File: config.mk
export PLATFORM = sky130hd
export DESIGN_NAME = alu_flag_unit
export DESIGN_NICKNAME = d
export VERILOG_FILES = /design/src/rtl/aluflag_pkg.sv /design/src/rtl/alu_ctrl.sv /design/src/rtl/alu_dp.sv /design/src/rtl/alu_flag_unit.sv
export SDC_FILE = /design/constraint.sdc
export NUM_CORES = 1
export LEC_CHECK = 0
export ABC_CLOCK_PERIOD_IN_PS = 7500
export BUFFER_PORTS_ARGS = -buffer_cell sky130_fd_sc_hd__buf_4
export CAP_MARGIN = 40
export CORE_MARGIN = 8
export CORE_UTILIZATION = 50
export DETAILED_ROUTE_END_ITERATION = 8
export MAX_ROUTING_LAYER = met4
export PLACE_DENSITY = 0.83
export SKIP_LAST_GASP = 1
export SLEW_MARGIN = 20
export SYNTH_ARGS = -nofsm -noshare
export SYNTH_HDL_FRONTEND = slang
export SYNTH_SLANG_ARGS = --single-unit
File: constraint.sdc
create_clock -name vclk -period 7.5
set_input_delay 0.75 -clock vclk [all_inputs]
set_output_delay 0.75 -clock vclk [all_outputs]
set_load 0.05 [all_outputs]
File: src/rtl/aluflag_pkg.sv
`timescale 1ns/1ps
package aluflag_pkg;
  localparam int BYTE_W = 8;
  localparam int WORD_W = 2 * BYTE_W;
  localparam int OP_W   = 4;
  localparam int FLAG_W = 8;
  localparam int NIB_W  = BYTE_W / 2;
  localparam int MSB    = BYTE_W - 1;

  // status byte positions
  localparam int FC  = 0;
  localparam int FN  = 1;
  localparam int FPV = 2;
  localparam int FX3 = 3;
  localparam int FH  = 4;
  localparam int FX5 = 5;
  localparam int FZ  = 6;
  localparam int FS  = 7;

  // wide-add positions feeding the status byte
  localparam int WIDE_X3  = BYTE_W + FX3;
  localparam int WIDE_X5  = BYTE_W + FX5;
  localparam int WIDE_HC  = BYTE_W + NIB_W;
  localparam int WIDE_TOP = WORD_W;

  typedef enum logic [OP_W-1:0] {
    OP_ADD  = 4'd0,
    OP_ADC  = 4'd1,
    OP_SUB  = 4'd2,
    OP_SBC  = 4'd3,
    OP_CMP  = 4'd4,
    OP_AND  = 4'd5,
    OP_XOR  = 4'd6,
    OP_OR   = 4'd7,
    OP_INC  = 4'd8,
    OP_DEC  = 4'd9,
    OP_ADDW = 4'd10
  } aluOp_e;

  typedef struct packed {
    logic valid;
    logic arith;
    logic subtract;
    logic carryUse;
    logic logicAnd;
    logic logicXor;
    logic logicOr;
    logic incOp;
    logic decOp;
    logic wide;
    logic writeEn;
  } aluStrobe_t;
endpackage

File: src/rtl/alu_ctrl.sv
`timescale 1ns/1ps
module alu_ctrl
  import aluflag_pkg::*;
(
  input  logic [OP_W-1:0] opCode,
  output aluStrobe_t      strobe
);
  always_comb begin
    strobe = '0;
    case (opCode)
      OP_ADD:  begin strobe.valid = 1'b1; strobe.arith = 1'b1; strobe.writeEn = 1'b1; end
      OP_ADC:  begin strobe.valid = 1'b1; strobe.arith = 1'b1; strobe.carryUse = 1'b1; strobe.writeEn = 1'b1; end
      OP_SUB:  begin strobe.valid = 1'b1; strobe.arith = 1'b1; strobe.subtract = 1'b1; strobe.writeEn = 1'b1; end
      OP_SBC:  begin strobe.valid = 1'b1; strobe.arith = 1'b1; strobe.subtract = 1'b1; strobe.carryUse = 1'b1; strobe.writeEn = 1'b1; end
      OP_CMP:  begin strobe.valid = 1'b1; strobe.arith = 1'b1; strobe.subtract = 1'b1; end
      OP_AND:  begin strobe.valid = 1'b1; strobe.logicAnd = 1'b1; strobe.writeEn = 1'b1; end
      OP_XOR:  begin strobe.valid = 1'b1; strobe.logicXor = 1'b1; strobe.writeEn = 1'b1; end
      OP_OR:   begin strobe.valid = 1'b1; strobe.logicOr = 1'b1; strobe.writeEn = 1'b1; end
      OP_INC:  begin strobe.valid = 1'b1; strobe.incOp = 1'b1; strobe.writeEn = 1'b1; end
      OP_DEC:  begin strobe.valid = 1'b1; strobe.decOp = 1'b1; strobe.writeEn = 1'b1; end
      OP_ADDW: begin strobe.valid = 1'b1; strobe.wide = 1'b1; strobe.writeEn = 1'b1; end
      default: strobe = '0;
    endcase
  end

  // exactly one function class per valid code, none otherwise
  always_comb begin
    AST_ONE_CLASS: assert ($countones({strobe.arith, strobe.logicAnd, strobe.logicXor,
                                       strobe.logicOr, strobe.incOp, strobe.decOp,
                                       strobe.wide}) == (strobe.valid ? 1 : 0));
  end
endmodule

File: src/rtl/alu_dp.sv
`timescale 1ns/1ps
module alu_dp
  import aluflag_pkg::*;
(
  input  logic [WORD_W-1:0] aIn,
  input  logic [WORD_W-1:0] bIn,
  input  logic [FLAG_W-1:0] flagIn,
  input  aluStrobe_t        strobe,
  output logic [WORD_W-1:0] result,
  output logic [FLAG_W-1:0] flagOut
);
  localparam logic [BYTE_W-1:0] ONE_B   = BYTE_W'(1);
  localparam logic [BYTE_W-1:0] SIGN_B  = {1'b1, {MSB{1'b0}}};
  localparam logic [BYTE_W-1:0] MAXPOS  = ~SIGN_B;
  localparam logic [NIB_W-1:0]  NIB_Z   = '0;

  logic [BYTE_W-1:0] opA;
  logic [BYTE_W-1:0] opB;
  logic              carryIn;
  logic [BYTE_W:0]   sumExt;
  logic [BYTE_W:0]   difExt;
  logic [WORD_W:0]   wideSum;

  // byte-path outcome
  logic [BYTE_W-1:0] byteRes;
  logic              halfC;
  logic              parOv;
  logic              subFlag;
  logic              carryOut;

  always_comb begin
    opA     = aIn[BYTE_W-1:0];
    opB     = bIn[BYTE_W-1:0];
    carryIn = strobe.carryUse & flagIn[FC];
    sumExt  = {1'b0, opA} + {1'b0, opB} + {{BYTE_W{1'b0}}, carryIn};
    difExt  = {1'b0, opA} - {1'b0, opB} - {{BYTE_W{1'b0}}, carryIn};
    wideSum = {1'b0, aIn} + {1'b0, bIn};
  end

  // byte function select and per-class flag terms
  always_comb begin
    byteRes  = '0;
    halfC    = 1'b0;
    parOv    = 1'b0;
    subFlag  = 1'b0;
    carryOut = 1'b0;
    if (strobe.arith) begin
      subFlag = strobe.subtract;
      if (strobe.subtract) begin
        byteRes  = difExt[BYTE_W-1:0];
        carryOut = difExt[BYTE_W];
        halfC    = difExt[NIB_W] ^ opA[NIB_W] ^ opB[NIB_W];
        parOv    = (opA[MSB] ^ opB[MSB]) & (difExt[MSB] ^ opA[MSB]);
      end else begin
        byteRes  = sumExt[BYTE_W-1:0];
        carryOut = sumExt[BYTE_W];
        halfC    = sumExt[NIB_W] ^ opA[NIB_W] ^ opB[NIB_W];
        parOv    = ~(opA[MSB] ^ opB[MSB]) & (sumExt[MSB] ^ opA[MSB]);
      end
    end else if (strobe.logicAnd | strobe.logicXor | strobe.logicOr) begin
      if (strobe.logicAnd)      byteRes = opA & opB;
      else if (strobe.logicXor) byteRes = opA ^ opB;
      else                      byteRes = opA | opB;
      halfC = strobe.logicAnd;
      parOv = ~^byteRes;
    end else if (strobe.incOp) begin
      byteRes  = opA + ONE_B;
      carryOut = flagIn[FC];
      halfC    = (byteRes[NIB_W-1:0] == NIB_Z);
      parOv    = (byteRes == SIGN_B);
    end else if (strobe.decOp) begin
      byteRes  = opA - ONE_B;
      carryOut = flagIn[FC];
      subFlag  = 1'b1;
      halfC    = (opA[NIB_W-1:0] == NIB_Z);
      parOv    = (byteRes == MAXPOS);
    end
  end

  // status byte and result assembly
  always_comb begin
    if (!strobe.valid) begin
      flagOut = flagIn;
      result  = '0;
    end else if (strobe.wide) begin
      flagOut      = flagIn;
      flagOut[FN]  = 1'b0;
      flagOut[FC]  = wideSum[WIDE_TOP];
      flagOut[FH]  = wideSum[WIDE_HC] ^ aIn[WIDE_HC] ^ bIn[WIDE_HC];
      flagOut[FX3] = wideSum[WIDE_X3];
      flagOut[FX5] = wideSum[WIDE_X5];
      result       = wideSum[WORD_W-1:0];
    end else begin
      flagOut[FS]  = byteRes[MSB];
      flagOut[FZ]  = (byteRes == '0);
      flagOut[FX5] = byteRes[FX5];
      flagOut[FH]  = halfC;
      flagOut[FX3] = byteRes[FX3];
      flagOut[FPV] = parOv;
      flagOut[FN]  = subFlag;
      flagOut[FC]  = carryOut;
      result       = strobe.writeEn ? {{BYTE_W{1'b0}}, byteRes} : '0;
    end
  end
endmodule

File: src/rtl/alu_flag_unit.sv
`timescale 1ns/1ps
module alu_flag_unit
  import aluflag_pkg::*;
(
  input  logic [WORD_W-1:0] aIn,
  input  logic [WORD_W-1:0] bIn,
  input  logic [FLAG_W-1:0] flagIn,
  input  logic [OP_W-1:0]   opCode,
  output logic [WORD_W-1:0] result,
  output logic              resultWe,
  output logic [FLAG_W-1:0] flagOut
);
  aluStrobe_t strobe;

  alu_ctrl u_ctrl (
    .opCode (opCode),
    .strobe (strobe)
  );

  alu_dp u_dp (
    .aIn     (aIn),
    .bIn     (bIn),
    .flagIn  (flagIn),
    .strobe  (strobe),
    .result  (result),
    .flagOut (flagOut)
  );

  assign resultWe = strobe.writeEn;

  always_comb begin
    if (opCode <= OP_DEC) begin
      AST_ZERO_MATCH: assert (flagOut[FZ] == (result[BYTE_W-1:0] == '0) || opCode == OP_CMP);
      AST_UPPER_CLEAR: assert (result[WORD_W-1:BYTE_W] == '0);
    end
    if (opCode == OP_SUB || opCode == OP_SBC || opCode == OP_CMP || opCode == OP_DEC) begin
      AST_SUB_MARK: assert (flagOut[FN]);
    end
    if (opCode == OP_CMP) begin
      AST_CMP_NOWRITE: assert (!resultWe && result == '0);
    end
    if (opCode == OP_AND || opCode == OP_XOR || opCode == OP_OR) begin
      AST_LOGIC_CLEAR: assert (!flagOut[FC] && !flagOut[FN]);
    end
    if (opCode == OP_INC || opCode == OP_DEC) begin
      AST_KEEP_CARRY: assert (flagOut[FC] == flagIn[FC]);
    end
    if (opCode == OP_ADDW) begin
      AST_WIDE_KEEP: assert (flagOut[FS] == flagIn[FS] && flagOut[FZ] == flagIn[FZ]
                             && flagOut[FPV] == flagIn[FPV] && !flagOut[FN]);
    end
    if (opCode > OP_ADDW) begin
      AST_UNUSED_HOLD: assert (flagOut == flagIn && !resultWe && result == '0);
    end
  end
endmodule

* Yosys cells after proc, flatten, opt, wreduce, memory -nomap -nowiden
Cells that the tools add are included.
W data, S select, Z words.
** Operators by class
- $add $sub $neg :: 7
- Equality and inequality tests :: 12
- Mux-type cells :: 44
- Bitwise operators :: 18
- Reductions and logical operators :: 10
** Operators by type and width (number)
- $mux W8 :: 12
- $mux W16 :: 2
- $mux W1 :: 30
- $add A16 B16 Y17 :: 1
- $eq A4 B3 Y1 const B :: 4
- $eq A4 B4 Y1 const B :: 3
- $logic_not A4 Y1 :: 3
- $reduce_or A11 Y1 :: 1
- $reduce_or A10 Y1 :: 1
- $add A8 B8 Y9 :: 1
- $add A9 B1 Y9 :: 1
- $sub A8 B8 Y9 :: 1
- $sub A9 B1 Y9 :: 1
- $xor A1 B1 Y1 :: 9
- $add A8 B1 Y8 const B :: 1
- $and A8 B8 Y8 :: 1
- $eq A4 B2 Y1 const B :: 2
- $eq A8 B7 Y1 const B :: 1
- $eq A8 B8 Y1 const B :: 1
- $logic_not A8 Y1 :: 1
- $or A8 B8 Y8 :: 1
- $reduce_xnor A8 Y1 :: 1
- $sub A8 B1 Y8 const B :: 1
- $xor A8 B8 Y8 :: 1
- other kinds (7) :: 10
** Word-level totals
- Register bits :: 0
- Input port bits :: 44
- Output and inout bits :: 25
- Word-level logic and storage cells :: 91

* Depth between registers and ports, before layout
- Depth after elaboration :: 11
- Depth in mapped cells :: 15
- Mapped depth without buffers :: 13

* Hierarchy
From an unflattened synthesis, not the netlist that was laid out.
** Unflattened totals
- Cells, all modules :: 464
- Area total of the unflattened synthesis :: 3299.4 um2
** Modules (own cells, without submodules)
- alu_dp :: instances 1, cells each 444, area each 3174.3 um2, seq. area each 0.0 um2
- alu_ctrl :: instances 1, cells each 20, area each 125.1 um2, seq. area each 0.0 um2

* Least setup slack after synthesis
No wires, ideal clock.
- Path type :: input to output
- Start point :: in aIn[3]
- End point :: out flagOut[3]
- Arrival :: 4585 ps
- Required time :: 6750 ps
- Path slack :: 2165 ps
- Stages on the path :: 11
- Buffers on the path :: 2
- Cells stage by stage :: buf_2 -> inv_1 -> ha_1 -> buf_2 -> o21ai_0 -> o21ai_1 -> nand3_1 -> a21oi_1 -> o21ai_0 -> a2111oi_1 -> nand3b_1
** Between the ends
- Longest elaborated chain between the ends :: 9
- Elaborated cells between the ends (all ways) :: 21
- Those cells by class :: 7 x add/sub; 11 x mux; 3 x bitwise
** RTL lines
- from (decl) :: RTL line alu_flag_unit.sv:5 : input logic [WORD_W-1:0] aIn,
- parallel branches: the longest is 7 deep, another holds $add A8 B8 Y9
- $mux W8 * :: RTL line alu_dp.sv:85 : end else if (strobe.wide) begin
- $mux W8 * :: RTL line alu_dp.sv:82 : if (!strobe.valid) begin
- to (decl) :: RTL line alu_flag_unit.sv:11 : output logic [FLAG_W-1:0] flagOut
Every way passes the cells marked *. The select of a mux whose other input is x is not followed.

* Final worst setup path
- Start point :: in opCode[3]
- End point :: out flagOut[6]
** Between the ends
- Longest elaborated chain between the ends :: 11
- Elaborated cells between the ends (all ways) :: 42
- Those cells by class :: 2 x add/sub; 10 x eq/ne; 21 x mux; 3 x bitwise; 6 x reduce/logical
** RTL lines
- from (decl) :: RTL line alu_flag_unit.sv:8 : input logic [OP_W-1:0] opCode,
- parallel branches: the longest is 10 deep, another holds $add A9 B1 Y9
- $mux W8 * :: RTL line alu_dp.sv:82
Marked as above.

==> impl_metrics.ini <==
[logic_synthesis]
yosys.area.top_type = ha_1
synth_top_family_by_area = compound AO/OA/AOI/OAI gates
synth_area_leaders = ha_1, xnor2_1, nor2_1, o21ai_0, nand2_1
synth_compound_area_share_pct = 31.43
syn_area_per_cell_um2 = 7.108
yosys.area_share.adder_pct = 19.25
synth_xor_xnor_area_share_pct = 15.56
synth_cell_types = 75
synth.area.mux_share_pct = 0.9430
ys_seq_area_share_pct = 0
yosysWarnings = 0
yosys.area.top_type_share_pct = 16.11
syn_inst = 448
synthSimpleGateAreaFrac_pct = 24.09
syn_area_um2 = 3184
syn_nets = 538

[finish]
design.seq.count = 0
fin_nets = 584
fin_util_pct = 58.72
layout_commonest_cell = buf_4
nClkBuffers = 0
diodes = 0
mostFrequentLayoutCells = buf_4, ha_1, xnor2_1
seqCellArea_um2 = 0
syn2layout_area_growth_pct = 15.09
drive_gt1_share_pct = 17.89

[pwr]
powerDensity_nw_per_um2 = 101.8
leakage_nw = 1.632
ir_drop_mv = 0.05320

[placed_design]
dp_hpwl_mm = 9.035
portBuffers = 69
gp_congestion = 1.059

[cts]
hold_buffers = 0
post_cts_buffers = 0
cts-resized-gates = 0

[timing]
max_freq_ghz = 0.2179
tightest_slew_ns = 0.6824
post-route-min-period_ns = 4.590
setup_viol = 0
rsz0062_at_grt = no
maxSlewViolCount = 0
setup_tns_ns = 0
fin_crit_sh_pct = 61.20
maxSlewHeadroom_pct = 54.03
hold_viol_final = 0

[flow_run]
drv_cap = 0

[grt]
grt_max_degree = 36
grt-ovfl-total = 0
grt_use_total_pct = 24.54
grt_antenna_before_repair = 0
grt_pass1_vias = 3476
grt_pass1_wl_mm = 17.72

[critical_path]
setup.worst_path.start_class = input pin
cp_num_buf_inv = 4
worst_path_largest_cell_delay_ns = 0.53
critPathArrivalTime_ns = 3.84
critical_path_class = in2out
cp_top_family = compound AO/OA/AOI/OAI gates
crit_path_end_kind = primary output
slowest_stage = fa_1
critPathMaxFanout = 23
required_ns = 6.75
crit_chain = buf_4, nor2_1, nand3_1, inv_1, fa_1, inv_1, ha_1, o21ai_0, a21oi_1, a211oi_1, xor2_1, a221oi_2, or4_1, o21ai_1, buf_4

[drt]
ant_nets = 0
wl_per_cell_um = 19.77
dr.pass1.iters = 5
route.detailed.drc = 0
num_vias = 3689
avgViaCountPerCell = 6.483
routed_wl_mm = 11.25
drtIter0Drc = 349

[floorplan]
dieHeight_um = 95.81
io_pins = 69
fp.dieW_um = 95.81
core.rowCount = 29
dieArea_um2 = 9179
coreArea_um2 = 6241
initial_core_util_pct = 51.02

[hold_path]
hold_start = flagIn[5]
hold_class = in2out
worstHoldEndpoint = flagOut[5]
whs_path_depth = 3

[outcome]
outcome = complete, no violations
==> through the flow <==
step | area [µm²] | hold slack [ns] | worst slack (ns) | total power, mW | std cells
after global routing | 3665 | 1.917 | 2.657 | 0.4008 | 569
after detailed placement | 3665 | 1.894 | 2.944 | 0.3648 | 569
after CTS | 3665 | 1.894 | 2.929 | 0.3663 | 569
after floorplan | 3184 | 1.812 | 2.165 | 0.2676 | 448
final | 3665 | 1.891 | 2.910 | 0.3730 | 569
after global placement | 3656 | 1.877 | 2.981 | 0.3613 | 567
==> synth_stat cells, types with 7 or more instances <==
master and n:
inv_1 33, buf_2 11, o221ai_1 7, o21ai_0 26
o22ai_1 8, xnor2_1 36, xor2_1 11, nand3_1 13
nor2_1 35, nand2b_1 7, a211oi_1 10, nor3_1 9
a21oi_1 25, a21o_1 11, nor2b_1 7, ha_1 41
nand2_1 34, clkbuf_1 11, and3_1 7
==> power by group <==
part / leakage, nW / switching (mW) / internal (mW)
logic: 1.63 / 0.228 / 0.145
clock network: 0 / 0 / 0
registers: 0 / 0 / 0
total: 1.63 / 0.228 / 0.145
==> metal layers <==
layer	track usage, %	wire length (µm)	vias up
li1	-	-	1730
met5	-	0	-
met3	1.872	899	24
met1	33.44	4899	1748
met2	38.34	5153	187
met4	5.634	295	0
==> layout make-up <==
cell class	instances	area (µm²)
well taps	77	96.34
fillers	617	2576
repair buffers	72	534.3
inverters	34	127.6
multi-input cells	386	2907
==> cell families after synthesis <==
kind of cell / count (synthesis)
adders and majority gates: 46
muxes: 3
buffers and inverters: 62
AOI/OAI and AO/OA: 140
and+or+nand+nor: 146
xor gates and xnor gates: 51
==> how the worst max path moves through the flow <==
stage                    from         end  cells past startpoint
floorplan              aIn[3]  flagOut[3]                     11
global placement    opCode[0]  flagOut[2]                     12
detailed placement  opCode[0]  flagOut[2]                     12
CTS                 opCode[0]  flagOut[2]                     12
global route        opCode[0]  flagOut[2]                     12
finish              opCode[3]  flagOut[6]                     15
Power figures use the tool's default switching activity.
